<file path="src/rtl/dm_div_pkg.sv">
package dm_div_pkg;
  parameter int A_W  = 6;
  parameter int B_W  = 13;
  parameter int PS_W = 2;
  parameter int BASE_MIN = 8;
  parameter int PC_W = $clog2((BASE_MIN << ((1 << PS_W) - 1)) + 2);
  parameter int B_MIN = 3;

  typedef struct packed {
    logic [A_W-1:0]  a;
    logic [B_W-1:0]  b;
    logic [PS_W-1:0] ps;
  } div_cfg_t;

  function automatic logic [PC_W-1:0] base_mod(logic [PS_W-1:0] ps);
    return PC_W'(BASE_MIN) << ps;
  endfunction

  function automatic logic cfg_ok(div_cfg_t c);
    return (c.b >= B_W'(c.a)) && (c.b >= B_W'(B_MIN));
  endfunction
endpackage

</file>
<file path="src/rtl/dm_cfg_latch.sv">
module dm_cfg_latch
  import dm_div_pkg::*;
#(
  parameter div_cfg_t RST_CFG = '{a: 6'd5, b: 13'd16, ps: 2'd0}
) (
  input  logic     clk_i,
  input  logic     rst_ni,
  input  logic     ld_valid_i,
  input  div_cfg_t ld_cfg_i,
  output div_cfg_t hold_o,
  output logic     err_o
);
  logic ok;
  assign ok = cfg_ok(ld_cfg_i);

  always_ff @(posedge clk_i or negedge rst_ni) begin
    if (!rst_ni) begin
      hold_o <= RST_CFG;
      err_o  <= 1'b0;
    end else if (ld_valid_i) begin
      err_o <= !ok;
      if (ok) hold_o <= ld_cfg_i;
    end
  end
endmodule

</file>
<file path="src/rtl/dm_prescaler.sv">
module dm_prescaler
  import dm_div_pkg::*;
(
  input  logic            clk_i,
  input  logic            rst_ni,
  input  logic            restart_i,
  input  logic [PS_W-1:0] ps_i,
  input  logic            mod_i,
  output logic            tick_o
);
  logic [PC_W-1:0] pcnt, base, last;

  assign base   = base_mod(ps_i);
  // high modulus spans one extra input cycle
  assign last   = mod_i ? base : base - PC_W'(1);
  assign tick_o = (pcnt == last);

  always_ff @(posedge clk_i or negedge rst_ni) begin
    if (!rst_ni)                pcnt <= '0;
    else if (restart_i || tick_o) pcnt <= '0;
    else                        pcnt <= pcnt + PC_W'(1);
  end
endmodule

</file>
<file path="src/rtl/dm_swallow_ctr.sv">
module dm_swallow_ctr
  import dm_div_pkg::*;
#(
  parameter div_cfg_t RST_CFG = '{a: 6'd5, b: 13'd16, ps: 2'd0}
) (
  input  logic            clk_i,
  input  logic            rst_ni,
  input  logic            crst_i,
  input  logic            tick_i,
  input  div_cfg_t        hold_i,
  output logic            mod_o,
  output logic            end_o,
  output logic [PS_W-1:0] ps_o
);
  logic [A_W-1:0] acnt;
  logic [B_W-1:0] bcnt;

  assign mod_o = (acnt != '0);
  assign end_o = tick_i && (bcnt == B_W'(1));

  always_ff @(posedge clk_i or negedge rst_ni) begin
    if (!rst_ni) begin
      acnt <= RST_CFG.a;
      bcnt <= RST_CFG.b;
      ps_o <= RST_CFG.ps;
    end else if (crst_i || end_o) begin
      // boundary transfer from the holding latch
      acnt <= hold_i.a;
      bcnt <= hold_i.b;
      ps_o <= hold_i.ps;
    end else if (tick_i) begin
      bcnt <= bcnt - B_W'(1);
      if (mod_o) acnt <= acnt - A_W'(1);
    end
  end
endmodule

</file>
<file path="src/rtl/dm_feedback_div.sv">
module dm_feedback_div
  import dm_div_pkg::*;
#(
  parameter div_cfg_t RST_CFG = '{a: 6'd5, b: 13'd16, ps: 2'd0}
) (
  input  logic            clk_i,
  input  logic            rst_ni,
  input  logic            cnt_rst_i,
  input  logic            ld_valid_i,
  input  logic [A_W-1:0]  ld_a_i,
  input  logic [B_W-1:0]  ld_b_i,
  input  logic [PS_W-1:0] ld_psel_i,
  output logic            div_o,
  output logic            mod_o,
  output logic            cfg_err_o
);
  div_cfg_t        ld_cfg, hold;
  logic            tick, per_end;
  logic [PS_W-1:0] act_ps;

  assign ld_cfg = '{a: ld_a_i, b: ld_b_i, ps: ld_psel_i};

  dm_cfg_latch #(.RST_CFG(RST_CFG)) u_latch (
    .clk_i, .rst_ni, .ld_valid_i, .ld_cfg_i(ld_cfg), .hold_o(hold), .err_o(cfg_err_o)
  );

  dm_prescaler u_pre (
    .clk_i, .rst_ni, .restart_i(cnt_rst_i), .ps_i(act_ps), .mod_i(mod_o), .tick_o(tick)
  );

  dm_swallow_ctr #(.RST_CFG(RST_CFG)) u_ctr (
    .clk_i, .rst_ni, .crst_i(cnt_rst_i), .tick_i(tick), .hold_i(hold),
    .mod_o, .end_o(per_end), .ps_o(act_ps)
  );

  always_ff @(posedge clk_i or negedge rst_ni) begin
    if (!rst_ni) div_o <= 1'b0;
    else         div_o <= per_end && !cnt_rst_i;
  end
endmodule

</file>
<file path="config.mk">
export PLATFORM = sky130hd
export DESIGN_NAME = dm_feedback_div
export DESIGN_NICKNAME = d
export VERILOG_FILES = /design/src/rtl/dm_div_pkg.sv /design/src/rtl/dm_cfg_latch.sv /design/src/rtl/dm_prescaler.sv /design/src/rtl/dm_swallow_ctr.sv /design/src/rtl/dm_feedback_div.sv
export SDC_FILE = /design/constraint.sdc
export NUM_CORES = 1
export LEC_CHECK = 0
export BUFFER_PORTS_ARGS = -buffer_cell sky130_fd_sc_hd__buf_2
export CAP_MARGIN = 20
export CORE_ASPECT_RATIO = 0.7
export CORE_MARGIN = 3
export CORE_UTILIZATION = 36
export DETAILED_ROUTE_END_ITERATION = 10
export PLACE_DENSITY = 0.56
export SLEW_MARGIN = 20
export SYNTH_ARGS = -nofsm -noshare
export SYNTH_HDL_FRONTEND = slang
export SYNTH_SLANG_ARGS = --single-unit
export TNS_END_PERCENT = 10
</file>
<file path="constraint.sdc">
create_clock -name clk_i -period 6.6 [get_ports clk_i]
set_input_delay 1.32 -clock clk_i [delete_from_list [all_inputs] [get_ports clk_i]]
set_output_delay 1.32 -clock clk_i [all_outputs]
set_load 0.005 [all_outputs]
</file>
# Word level (Yosys, flattened, before mapping)
# Index checks and enable logic that the tools add are counted.
dict set report totals {
  reg_bits 51
  latchBits 0
  mem_bits_rw 0
  romBits 0
  inputBits 25
  elab_cells 37
  memories 0
}
dict set report classes {
  n_addsub 4
  mul 0
  div_mod_pow 0
  order_cmp 2
  n_eq_ne 2
  shifts 1
  n_mux 7
  n_bitwise 0
  n_reduce_logical 12
}
# op n
set ops {}
lappend ops {{two-way mux 13 bit} 2}
lappend ops {{two-way mux 6 bit} 3}
lappend ops {{two-way mux 7 bit} 2}
lappend ops {{== test 13 x 1 -> 1 bit (second input constant)} 1}
lappend ops {{>= comparator 13 x 2 -> 1 bit (second input constant)} 1}
lappend ops {{>= comparator 13 x 6 -> 1 bit} 1}
lappend ops {{subtractor 13 x 1 -> 13 bit (second input constant)} 1}
lappend ops {{adder 7 x 1 -> 7 bit (second input constant)} 1}
lappend ops {{== test 7 bit} 1}
lappend ops {{left shift 4 x 2 -> 7 bit (first input constant)} 1}
lappend ops {{subtractor 7 x 1 -> 7 bit (second input constant)} 1}
lappend ops {{nonzero test 6 bit} 1}
lappend ops {{subtractor 6 x 1 -> 6 bit (second input constant)} 1}
lappend ops {{AND reduction 2 bit} 2}
lappend ops {{nonzero test 2 bit} 2}
lappend ops {{logical AND 1 bit} 3}
lappend ops {{logical NOT 1 bit} 2}
lappend ops {{logical OR 1 bit} 2}

# Longest topological paths before layout
dict set report depth {
  ltp_word 8
  depth_mapped 10
  depth_no_buf 9
}

# Modules after synthesis
# Synthesis repeated with hierarchy kept, for this count alone.
dict set report unflattened {
  cells_unflattened 254
  area_unflattened_um2 2864.0
}
# mod instances cells_each area_each_um2 seq_area_each_um2
set by_module_without_submodules {}
lappend by_module_without_submodules {dm_swallow_ctr 1 126 1295.0 529.3}
lappend by_module_without_submodules {dm_cfg_latch 1 72 1004.7 554.3}
lappend by_module_without_submodules {dm_prescaler 1 54 525.5 175.2}
lappend by_module_without_submodules {dm_feedback_div 1 2 38.8 25.0}

# Least setup slack after synthesis
# OpenSTA, ideal clock, no wires.
dict set report synth_timing {
  kind {input -> register}
  startpoint {in ld_b_i[0]}
  endpoint {reg u_latch.hold_o[0] (netlist bit)}
  setup_ns 0.138
  t_arrival_ns 2.766
  setup_slack_ns 3.695
  stages 9
  n_path_buf 1
  cell_sequence {inv_1 > ha_1 > nand2b_1 > a21o_1 > a21oi_1 > o21a_1 > o21a_1 > clkbuf_1 > o211ai_1}
}
dict set report synth_between {
  elab_chain_cells 3
  elab_cells_between_ends 4
  classes_between {order compare (2); reduce/logical (2)}
}
# item line
set synth_lines {}
lappend synth_lines {{from (decl)} dm_feedback_div.sv:11} ;# input logic [B_W-1:0] ld_b_i,
lappend synth_lines {{>= comparator 13 x 6 -> 1 bit / >= comparator 13 x 2 -> 1 bit (equally long branches)} dm_div_pkg.sv:20} ;# return (c.b >= B_W'(c.a)) && (c.b >= B_W'(B_MIN));
lappend synth_lines {{logical AND 1 bit *} dm_div_pkg.sv:20}
lappend synth_lines {{AND reduction 2 bit (no source line) *} -}
lappend synth_lines {{to (signal assigned)} dm_cfg_latch.sv:22} ;# if (ok) hold_o <= ld_cfg_i;
lappend synth_lines {{to (decl)} dm_cfg_latch.sv:10} ;# output div_cfg_t hold_o,
# Every way passes the cells marked *; elsewhere a longest branch is shown, timed or not.
# A chain may end at the register's enable or synchronous reset.

# Worst setup path in the final report
dict set report layout_timing {
  startpoint {in ld_b_i[0]}
  endpoint {reg u_latch.hold_o[7] (netlist bit)}
}
# Same word-level chain as after synthesis.

==> flow_summary.toml <==
[setup_path]
critical-path-slowest-cell = "sky130_fd_sc_hd__o21a_1"
worstSetupEndpoint = "u_latch.hold_o[7]"
startpoint = "ld_b_i[0]"
critical_path_required_time_ns = 6.78
cpPeakStageDelay_ns = 0.49
endpoint_kind = "flip-flop"
critical_path_arrival_ns = 3.50
regToRegSetupSlack_ns = 3.37
critical_path.reg2reg.endpoint = "u_ctr.ps_o[1]"
timing.rr.start = "u_ctr.bcnt[7]"
crit_path_max_fanout = 16
critical_path_class = "in2reg"
setup.worst_path.start_class = "input port"
worst_r2r_path_depth = 5
cp_cell_sequence = "buf_2 -> inv_1 -> ha_1 -> nand2b_1 -> a21o_1 -> a21oi_1 -> o21a_1 -> o21ai_1 -> a221oi_1"

[layout]
stdcell_area_um2 = 3650
finish.cell_count_without_fillers = 485
drive_gt1_frac = 0.156
diodes = 0
area_growth_pct = 10.3
fin_nets = 400

[sta]
hold_viol_final = 0
fmax_ghz = 0.302
max_slew.worst_pin.slew_ns = 0.920
skew_ns = 0.00429
setup_violations = 0
rsz0062_at_grt = "false"
tns_ns = 0
min_period_ns = 3.31
slew_headroom = 0.385
period_share = 0.502
max_transition_viols_final = 0
hold_ws_ns = 0.502

[pwr]
sw_frac_of_total = 0.304
vdd_ir_drop_max_mv = 0.0928
p_seq_frac = 0.457
power.total_uw = 875
power.density_cell_area_nw_per_um2 = 240
power_report.internal_total_uw = 609
power.switching_uw = 266
power.combinational.fraction = 0.212
p_leak_uw = 0.00153
power.clock.fraction = 0.331

[yosys]
ys_types = 67
synth_enable_flop_cells = 0
synthesis.yosys.warnings = 0
syn_inst = 354
postSynthNetCount = 389
yosys.cell_count.top_type = "sky130_fd_sc_hd__dfrtp_1"
ys_top_cells_by_count = "sky130_fd_sc_hd__dfrtp_1 (45), sky130_fd_sc_hd__nor2_1 (28), sky130_fd_sc_hd__inv_1 (27), sky130_fd_sc_hd__o211ai_1 (22), sky130_fd_sc_hd__clkbuf_1 (18)"
synth.yosys.seq_area_share = 0.388
dominantRegCellSynth = "sky130_fd_sc_hd__dfrtp_1"
ys_ff_latch = 51
postSynth.asyncResetShare = 1.00
yosys.area.top_type = "sky130_fd_sc_hd__dfrtp_1"
post-synth-top-area-fraction = 0.340
mappedNetlistArea_um2 = 3310
synthesized_area_per_cell_um2 = 9.35
synthTopCellsByArea = "sky130_fd_sc_hd__dfrtp_1 (34%), sky130_fd_sc_hd__o211ai_1 (5.0%), sky130_fd_sc_hd__dfstp_2 (4.8%)"

[die]
width_of_the_die_um = 121
floorplan.die_area_um2 = 10400
top_level_ports = 28
std_cell_rows = 28
initial_core_util = 0.381
die_height_um = 86.2
placeableCoreArea_um2 = 8690

[placement]
post-place-cells = 478
port_buffers = 27
gp_congestion = 0.765
placedInstanceArea_um2 = 3490
detailedPlacementHpwl_um = 5740

[min_path]
min_path_type = "reg2reg"

[run]
max_cap_viol_count = 0

[grt]
globalRouteOverflowTotal = 0
number_of_global_route_vias_before_repair = 2681
busiest_layer = "met1"
groute.layer.met2.usage = 0.228
global_route.usage.met3 = 0.0352
grt_first_pass_wirelength_um = 14000
grt_max_degree = 52
global_route.usage.met1 = 0.266
grt_antenna_before_repair = 0
track_usage = 0.166

[cts]
cts_resized = 0
htreeDepth = 2
clockRootBuffer = "sky130_fd_sc_hd__clkbuf_16"
total_number_of_clock_tree_sinks = 51
worstSkewPairLatency_ns = 0.29
cts.hold.buffers_added = 0
clock_transition_time_at_the_flip_flop_clock_pins_of_the_worst_setup_and_hold_paths_ns = 0.07
cts_buffer_depth = 2
postCtsSetupBuffers = 0
clock_tree_from_tritoncts = "built"
numCtsBuffers = 5

[routing]
dr_total_vias = 2770
detail_route.vias_per_cell = 5.71
detail_route.first_pass.iterations = 5
drcViolationCount = 0
ant_nets = 0
drtIter0Drc = 190
route.detailed.wl_per_inst_um = 16.9
finalWirelength_um = 8190

[status]
status = "finished clean"
[worst max-delay path, delay by kind of cell]
family          cells  cell delay, ns
fa+ha+maj           1            0.26
compound gates      5            1.61
simple gates        1            0.15
buf+inv             2            0.15
[metrics by stage]
stage	utilization	worst slack, ns
2_1_floorplan	-	3.70
3_3_place_gp	0.402	2.80
3_5_place_dp	0.402	3.02
4_1_cts	0.420	3.31
5_1_grt	0.420	3.11
6_report	0.420	3.29
[cells by family (layout without fill, tap and decap cells)]
| group | after synthesis | count (layout) | synth area share |
|---|---|---|---|
| simple gates | 122 | 122 | 0.218 |
| xor+xnor | 6 | 6 | 0.0159 |
| compound gates | 98 | 98 | 0.229 |
| mux | 13 | 13 | 0.0405 |
| flops | 51 | 51 | 0.388 |
| buf+inv | 54 | 65 | 0.0707 |
| fa+ha+maj | 10 | 10 | 0.0378 |
[layer usage]
layer | routed length [um] | part of all wire
met5 | 0 | 0
met4 | 70 | 0.0086
met3 | 563 | 0.069
met1 | 4330 | 0.53
met2 | 3220 | 0.39
[power by group through the flow]
| stage | clock network, uW | registers (uW) | logic (uW) |
|---|---|---|---|
| 6_report | 290 | 400 | 185 |
| 5_1_grt | 313 | 409 | 210 |
| 4_1_cts | 296 | 400 | 186 |
| 3_5_place_dp | 0 | 405 | 185 |
| 3_3_place_gp | 0 | 404 | 182 |
| 2_1_floorplan | 0 | 385 | 149 |
[registers in the layout, summed over array words and instances, names as in the netlist]
signal	flops
div_o	1
u_ctr.acnt	6
u_ctr.bcnt	13
u_ctr.ps_o	2
u_latch.err_o	1
u_latch.hold_o	21
u_pre.pcnt	7
[layout by cell type, fill, tap and decap left out, types with 7 or more instances in the layout]
| cell | n |
|---|---|
| sky130_fd_sc_hd__o21ai_0 | 10 |
| sky130_fd_sc_hd__a221o_1 | 8 |
| sky130_fd_sc_hd__ha_1 | 10 |
| sky130_fd_sc_hd__nand2_1 | 16 |
| sky130_fd_sc_hd__nand3_1 | 11 |
| sky130_fd_sc_hd__inv_1 | 27 |
| sky130_fd_sc_hd__nor2_1 | 28 |
| sky130_fd_sc_hd__mux2i_1 | 10 |
| sky130_fd_sc_hd__a21oi_1 | 12 |
| sky130_fd_sc_hd__and3_1 | 7 |
| sky130_fd_sc_hd__buf_2 | 27 |
| sky130_fd_sc_hd__o211ai_1 | 22 |
| sky130_fd_sc_hd__nand2b_1 | 12 |
| sky130_fd_sc_hd__dfrtp_1 | 45 |
[cell type report]
type	instances	area, um2
multi-input cells	249	1790
clock buffers	6	129
clock inverters	1	30.0
inverters	28	108
fillers	880	5040
well taps	120	150
repair buffers	30	158
flip-flops and latches	51	1280
[worst min-delay path by stage]
stage,from,endpoint,slack [ns],depth (start not counted)
after floorplan,u_latch.hold_o[10],u_latch.hold_o[10],0.47,2
after global placement,u_latch.hold_o[12],u_latch.hold_o[12],0.48,2
after detailed placement,u_latch.hold_o[12],u_latch.hold_o[12],0.50,2
after CTS,u_latch.hold_o[10],u_latch.hold_o[10],0.51,2
after global routing,u_latch.err_o,u_latch.err_o,0.55,1
final,u_latch.hold_o[10],u_latch.hold_o[10],0.50,2
Power figures use the tool's default switching activity.
